===== src/rtl/pt_pkg.sv =====
`timescale 1ns/1ps
package pt_pkg;
  localparam int PS_W = 6;

  // mask keeping address bits at and above bit ps
  function automatic logic [63:0] hi_mask(input logic [PS_W-1:0] ps);
    return ~64'd0 << ps;
  endfunction

  // two aligned ranges meet when they agree above the larger page size
  function automatic logic ranges_meet(input logic [63:0] a, input logic [PS_W-1:0] pa,
                                       input logic [63:0] b, input logic [PS_W-1:0] pb);
    logic [PS_W-1:0] m;
    m = (pa > pb) ? pa : pb;
    return ((a ^ b) & hi_mask(m)) == 64'd0;
  endfunction

  // physical base above ps joined with the offset below ps
  function automatic logic [63:0] xlate(input logic [63:0] pbase, input logic [63:0] va,
                                        input logic [PS_W-1:0] ps);
    return (pbase & hi_mask(ps)) | (va & ~hi_mask(ps));
  endfunction
endpackage


===== src/rtl/pt_entry_cmp.sv =====
`timescale 1ns/1ps
module pt_entry_cmp
  import pt_pkg::*;
#(
  parameter int VA_W  = 32,
  parameter int RID_W = 8
) (
  input  logic [VA_W-1:0]  e_va,
  input  logic [PS_W-1:0]  e_ps,
  input  logic [RID_W-1:0] e_rid,
  input  logic [VA_W-1:0]  q_va,
  input  logic [RID_W-1:0] q_rid,
  input  logic [VA_W-1:0]  i_va,
  input  logic [PS_W-1:0]  i_ps,
  input  logic [RID_W-1:0] i_rid,
  input  logic [VA_W-1:0]  p_va,
  input  logic [PS_W-1:0]  p_ps,
  input  logic [RID_W-1:0] p_rid,
  output logic             q_hit,
  output logic             i_hit,
  output logic             p_hit
);
  assign q_hit = (e_rid == q_rid) && ranges_meet(64'(e_va), e_ps, 64'(q_va), '0);
  assign i_hit = (e_rid == i_rid) && ranges_meet(64'(e_va), e_ps, 64'(i_va), i_ps);
  assign p_hit = (e_rid == p_rid) && ranges_meet(64'(e_va), e_ps, 64'(p_va), p_ps);
endmodule


===== src/rtl/pt_victim.sv =====
`timescale 1ns/1ps
module pt_victim #(
  parameter int N  = 12,
  parameter int IW = 4
) (
  input  logic [N-1:0]  elig,
  input  logic [N-1:0]  free,
  input  logic [IW-1:0] ptr,
  output logic [IW-1:0] victim
);
  function automatic int wrap(input int p, input int k);
    int s;
    s = p + k;
    if (s >= N) s = s - N;
    return s;
  endfunction

  always_comb begin
    victim = '0;
    // descending scans: the last hit written is the nearest to ptr
    for (int k = N - 1; k >= 0; k--)
      if (elig[wrap(int'(ptr), k)]) victim = IW'(wrap(int'(ptr), k));
    for (int k = N - 1; k >= 0; k--)
      if (elig[wrap(int'(ptr), k)] && free[wrap(int'(ptr), k)]) victim = IW'(wrap(int'(ptr), k));
  end
endmodule


===== src/rtl/pin_tlb.sv =====
`timescale 1ns/1ps
module pin_tlb
  import pt_pkg::*;
#(
  parameter int VA_W  = 32,
  parameter int PA_W  = 32,
  parameter int N_PIN = 8,
  parameter int N_TC  = 4,
  parameter int RID_W = 8,
  parameter int KEY_W = 8
) (
  input  logic                       clk,
  input  logic                       rst_n,
  input  logic [8*RID_W-1:0]         rgn_ids,
  input  logic [VA_W-1:0]            lk_va,
  input  logic                       ins_vld,
  input  logic                       ins_pin,
  input  logic [$clog2(N_PIN)-1:0]   ins_slot,
  input  logic [VA_W-1:0]            ins_va,
  input  logic [5:0]                 ins_ps,
  input  logic [KEY_W-1:0]           ins_key,
  input  logic [PA_W-1:0]            ins_pa,
  input  logic                       trp_vld,
  input  logic [$clog2(N_PIN)-1:0]   trp_slot,
  input  logic                       tcp_vld,
  input  logic [VA_W-1:0]            tcp_va,
  input  logic [5:0]                 tcp_ps,
  input  logic                       mc_clr,
  output logic                       lk_hit,
  output logic [PA_W-1:0]            lk_pa,
  output logic [KEY_W-1:0]           lk_key,
  output logic                       mcheck
);
  localparam int N  = N_PIN + N_TC;
  localparam int IW = $clog2(N);
  localparam int SW = $clog2(N_PIN);

  // entry state
  logic [N-1:0]                e_vld, e_pin;
  logic [N-1:0][VA_W-1:0]      e_va;
  logic [N-1:0][PS_W-1:0]      e_ps;
  logic [N-1:0][KEY_W-1:0]     e_key;
  logic [N-1:0][PA_W-1:0]      e_pa;
  logic [N-1:0][RID_W-1:0]     e_rid;
  logic [IW-1:0]               rr_ptr;

  // named internal events
  logic [N-1:0] lk_m, ins_m, pur_m;
  logic [N-1:0] tr_kill, tc_kill, pp_vld, pp_pin, elig, clash;
  logic [IW-1:0] tc_victim, ins_tgt, lk_sel;
  logic          clash_any;
  logic [RID_W-1:0] lk_rid, ins_rid, tcp_rid;

  function automatic logic [RID_W-1:0] rid_of(input logic [VA_W-1:0] va);
    return rgn_ids[int'(va[VA_W-1 -: 3])*RID_W +: RID_W];
  endfunction

  assign lk_rid  = rid_of(lk_va);
  assign ins_rid = rid_of(ins_va);
  assign tcp_rid = rid_of(tcp_va);

  for (genvar i = 0; i < N; i++) begin : g_ent
    pt_entry_cmp #(.VA_W(VA_W), .RID_W(RID_W)) u_cmp (
      .e_va (e_va[i]), .e_ps (e_ps[i]), .e_rid(e_rid[i]),
      .q_va (lk_va),   .q_rid(lk_rid),
      .i_va (ins_va),  .i_ps (ins_ps), .i_rid(ins_rid),
      .p_va (tcp_va),  .p_ps (tcp_ps), .p_rid(tcp_rid),
      .q_hit(lk_m[i]), .i_hit(ins_m[i]), .p_hit(pur_m[i])
    );
    if (i < N_PIN) begin : g_pin
      assign tr_kill[i] = trp_vld && (trp_slot == SW'(i)) && e_pin[i];
      assign elig[i]    = ~pp_pin[i];
    end else begin : g_tc
      assign tr_kill[i] = 1'b0;
      assign elig[i]    = 1'b1;
    end
    assign tc_kill[i] = tcp_vld && e_vld[i] && !e_pin[i] && pur_m[i];
    assign pp_vld[i]  = e_vld[i] && !tr_kill[i] && !tc_kill[i];
    assign pp_pin[i]  = e_pin[i] && !tr_kill[i];
    assign clash[i]   = pp_vld[i] && ins_m[i] && (ins_tgt != IW'(i)) && (ins_pin || pp_pin[i]);
  end

  pt_victim #(.N(N), .IW(IW)) u_victim (
    .elig  (elig),
    .free  (~pp_vld),
    .ptr   (rr_ptr),
    .victim(tc_victim)
  );

  assign ins_tgt   = ins_pin ? IW'(ins_slot) : tc_victim;
  assign clash_any = |clash;

  always_comb begin
    lk_sel = '0;
    for (int i = N - 1; i >= 0; i--)
      if (e_vld[i] && lk_m[i]) lk_sel = IW'(i);
  end

  always_ff @(posedge clk) begin
    if (!rst_n) begin
      e_vld  <= '0;
      e_pin  <= '0;
      e_va   <= '0;
      e_ps   <= '0;
      e_key  <= '0;
      e_pa   <= '0;
      e_rid  <= '0;
      rr_ptr <= '0;
      mcheck <= 1'b0;
      lk_hit <= 1'b0;
      lk_pa  <= '0;
      lk_key <= '0;
    end else begin
      e_vld <= pp_vld;
      e_pin <= pp_pin;
      if (ins_vld) begin
        e_vld[ins_tgt] <= 1'b1;
        e_pin[ins_tgt] <= ins_pin;
        e_va[ins_tgt]  <= ins_va;
        e_ps[ins_tgt]  <= ins_ps;
        e_key[ins_tgt] <= ins_key;
        e_pa[ins_tgt]  <= ins_pa;
        e_rid[ins_tgt] <= ins_rid;
        if (!ins_pin)
          rr_ptr <= (tc_victim == IW'(N - 1)) ? '0 : tc_victim + 1'b1;
      end
      if (ins_vld && clash_any) mcheck <= 1'b1;
      else if (mc_clr)          mcheck <= 1'b0;
      lk_hit <= |(e_vld & lk_m);
      if (|(e_vld & lk_m)) begin
        lk_pa  <= PA_W'(xlate(64'(e_pa[lk_sel]), 64'(lk_va), e_ps[lk_sel]));
        lk_key <= e_key[lk_sel];
      end else begin
        lk_pa  <= '0;
        lk_key <= '0;
      end
    end
  end
endmodule


===== config.mk =====
export PLATFORM = sky130hd
export DESIGN_NAME = pin_tlb
export DESIGN_NICKNAME = d
export VERILOG_FILES = /design/src/rtl/pt_pkg.sv /design/src/rtl/pt_entry_cmp.sv /design/src/rtl/pt_victim.sv /design/src/rtl/pin_tlb.sv
export SDC_FILE = /design/constraint.sdc
export NUM_CORES = 2
export LEC_CHECK = 0
export BUFFER_PORTS_ARGS = -buffer_cell sky130_fd_sc_hd__buf_2
export CAP_MARGIN = 20
export CORE_MARGIN = 10
export CORE_UTILIZATION = 42
export DETAILED_ROUTE_END_ITERATION = 12
export SLEW_MARGIN = 20
export SYNTH_ARGS = -nofsm -noshare
export SYNTH_HDL_FRONTEND = slang
export SYNTH_SLANG_ARGS = --single-unit
export TNS_END_PERCENT = 30

===== constraint.sdc =====
create_clock -name clk -period 7.3 [get_ports clk]
set_input_delay 0.73 -clock clk [delete_from_list [all_inputs] [get_ports clk]]
set_output_delay 0.73 -clock clk [all_outputs]
set_load 0.02 [all_outputs]

==> results.json <==
{
  "fin_ws_ps": 230,
  "ys_seq_elements": 1102,
  "fillCellCount": 19900,
  "ir_worst_vdd_mv": 0.267,
  "r2r_start": "e_ps[5]",
  "seqCellArea_sq_um": 22100,
  "async_reset_ff_share_pct": 0,
  "dr.pass1.iters": 8,
  "drt-initial-drc-count": 13500,
  "fin_crit_sh_pct": 96.8,
  "p_leak_nw": 44.6,
  "die_w_um": 478,
  "port_buffers": 266,
  "dieArea_sq_um": 228000,
  "outcome": "completed",
  "finalSetupTns_ps": 0,
  "synth_edf_count": 0,
  "ys.flop_type": "dfxtp_1",
  "grt_pass1_vias": 87700,
  "skew_ps": 88.8,
  "setup_viol": 0,
  "grt_pass1_wl_um": 704000,
  "crit_slowest_cell": "or4_1",
  "via_count": 92900,
  "dp_hpwl_um": 390000,
  "place_ws_ps": -674,
  "nNetsFinal": 11800,
  "synth_nets": 11000,
  "htree_levels": 4,
  "area_growth_pct": 20.5,
  "rr_worst_depth": 26,
  "via_per_inst": 6.48,
  "io_pins": 267,
  "clk_path_buf_depth": 3,
  "r2r_setup_slack_ps": 230,
  "finalMaxSlewViolations": 0,
  "grt_max_degree": 189,
  "timing.slew.headroom_pct": 13.3,
  "critPathKind": "flop to flop",
  "synth_top_area_share_pct": 25.1,
  "drv_cap": 0,
  "worstPathRequired_ps": 7990,
  "cts_tree": "done",
  "critPathMaxStageDelay_ps": 510,
  "drive_gt1_share_pct": 18.5,
  "antenna_left": 0,
  "yosys_warnings": 0,
  "worstSetupStartpointType": "flop",
  "min_from": "ins_pa[15]",
  "yosysUniqueCellTypes": 116,
  "fin_util_pct": 51.1,
  "p_total_w": 0.0289,
  "synth_seq_area_share_pct": 25.1,
  "finalHoldViolations": 0,
  "start_util_pct": 42.4,
  "route.detailed.drc": 0,
  "antenna_found_initial": 46,
  "place.gp.congestion": 1.11,
  "routedWlPerCell_um": 36.0,
  "cp-end-kind": "flop",
  "cts-root-buf": "clkbuf_16",
  "multi_input_area_sq_um": 61900,
  "power_density_nw_per_um2": 273,
  "totalWireLength_um": 516000,
  "r2r-end": "e_key[93]",
  "rows": 167,
  "min_path_type": "input pin to flop",
  "grt_overflow": 0,
  "crit_fanout": 49,
  "finalCriticalPeriod_ps": 7070,
  "clk_pin_slew_ps": 60,
  "yosysTopAreaCell": "dfxtp_1",
  "holdPathEnd": "e_pa[15]",
  "cts_buffers": 139,
  "cts_sinks": 1102,
  "track_usage_pct": 42.7,
  "die_height_um": 478,
  "synth_area_sq_um": 88000,
  "cts_setup_buffers": 0,
  "worst_pin_slew_ps": 1290,
  "synth.avg_cell_area_sq_um": 8.33,
  "cp_common_cell": "buf_4",
  "min_path_cells": 3,
  "cp_data_arrival_time_ps": 7760,
  "core_sq_um": 208000,
  "clk_latency_ps": 870,
  "synth_cells": 10600,
  "synth.top_cells.by_area": "dfxtp_1 25%, mux2i_1 14%, xnor2_1 8.4%",
  "max_freq_ghz": 0.141
}
==> timing repair <==
action,in CTS,in global routing
hold buffers,0,0
gates resized for setup,0,11
setup endpoints to repair,0,914
==> metal layers <==
layer  vias to the layer above  routed length [um]  track usage (%)
met5                         -                 323            0.147
met1                     45400              204000             54.2
met2                      6342              204000             59.8
li1                      39400                   -                -
met3                      1721               64100             15.0
met4                        28               44200             29.6
==> power by group <==
part | internal, W | switching, W | total [W]
sequential | 0.00676 | 0.000984 | 0.00774
combinational | 0.00564 | 0.00806 | 0.0137
clock | 0.00428 | 0.00322 | 0.00750
total | 0.0167 | 0.0123 | 0.0289
==> cells in the mapped netlist, drive strengths merged (28+ instances only) <==
| cell | count |
|---|---|
| and3 | 51 |
| nor3 | 124 |
| a21oi | 545 |
| nand2b | 49 |
| o31ai | 53 |
| nand2 | 719 |
| xnor2 | 845 |
| a21o | 38 |
| nand3 | 188 |
| o221ai | 34 |
| mux2i | 1244 |
| nand4 | 97 |
| inv | 116 |
| buf | 316 |
| mux4 | 47 |
| o21ai | 525 |
| o21a | 87 |
| o2111ai | 40 |
| or3 | 64 |
| nor2b | 976 |
| nor4 | 68 |
| a22oi | 47 |
| maj3 | 30 |
| o22ai | 84 |
| ha | 166 |
| a211oi | 182 |
| a31oi | 106 |
| a2111oi | 52 |
| a32oi | 28 |
| dfxtp | 1102 |
| xor2 | 569 |
| a221oi | 36 |
| and4 | 29 |
| nor2 | 454 |
| clkbuf | 576 |
| mux2 | 129 |
| o211ai | 79 |
| and2 | 81 |
| a21boi | 114 |
| o211a | 55 |
| or2 | 44 |
==> how the worst max path moves through the flow <==
stage,start,end,slack [ps]
after global routing,tcp_ps[5],e_key[88],-20
after global placement,tcp_ps[4],e_pa[157],-880
after CTS,e_ps[5],e_va[139],70
final,e_ps[5],e_key[93],230
after floorplan,tcp_ps[4],e_ps[15],450
after detailed placement,tcp_ps[3],e_va[139],-670
==> registers in the layout, indices dropped and copies added, names as in the netlist <==
signal	count
e_va	384
e_key	96
lk_pa	32
e_pin	12
lk_key	8
mcheck	1
e_pa	384
e_vld	12
lk_hit	1
rr_ptr	4
e_ps	72
e_rid	96
==> cell usage in the layout, fill, tap and decap left out, types with 55 or more instances in the layout <==
master and instances:
o211a_1 55, dfxtp_1 1102, a21oi_1 539, xor2_1 569
buf_4 1199, and2_1 75, a21boi_0 79, buf_2 264
a31oi_1 103, or3_1 64, o21ai_0 502, ha_1 166
o22ai_1 83, inv_1 114, nor4_1 63, o211ai_1 79
nand4_1 97, a211oi_1 180, clkbuf_16 139, buf_12 137
o21a_1 86, mux2i_1 1233, mux2_2 127, nand2_1 716
xnor2_1 845, nor2_1 448, nor3_1 123, nand3_1 185
nor2b_1 975
==> final cells by class <==
class / count / share of cell area [%]
Antenna cell: 25 / 0.0590
Clock buffer: 184 / 3.60
Clock inverter: 70 / 1.07
Inverter: 118 / 0.418
Multi-Input combinational cell: 8453 / 58.4
Sequential cell: 1102 / 20.8
Tap cell: 2788 / 3.29
Timing Repair Buffer: 1603 / 12.4
==> cell families (layout without fill, tap and decap cells) <==
| kind of cell | count (synthesis) | count (layout) | synth area share (%) |
|---|---|---|---|
| AND/OR/NAND/NOR | 3042 | 3042 | 18.2 |
| flip-flops | 1102 | 1102 | 25.1 |
| XOR/XNOR | 1414 | 1414 | 14.1 |
| other | 0 | 25 | 0 |
| AO/OA/AOI/OAI | 2381 | 2381 | 18.1 |
| multiplexers | 1420 | 1420 | 17.0 |
| buffers and inverters | 1010 | 1975 | 4.85 |
| adder cells (fa/ha/maj) | 196 | 196 | 2.70 |
==> per-stage QoR <==
stage          cells  hold slack, ps  area, sq um
2_1_floorplan  10600             443        88000
3_3_place_gp   14100             452       101000
3_5_place_dp   14100             459       101000
4_1_cts        14300             190       106000
5_1_grt        14300             228       106000
6_report       14300             235       106000
==> critical path: cells and delay by family, from the launching register on <==
kind	cells	cell delay, ps
compound gates	12	3220
simple gates	5	1210
mux	1	270
buf+inv	7	1340
flops	1	400
fa+ha+maj	1	270
(Power assumes the default switching activity.)
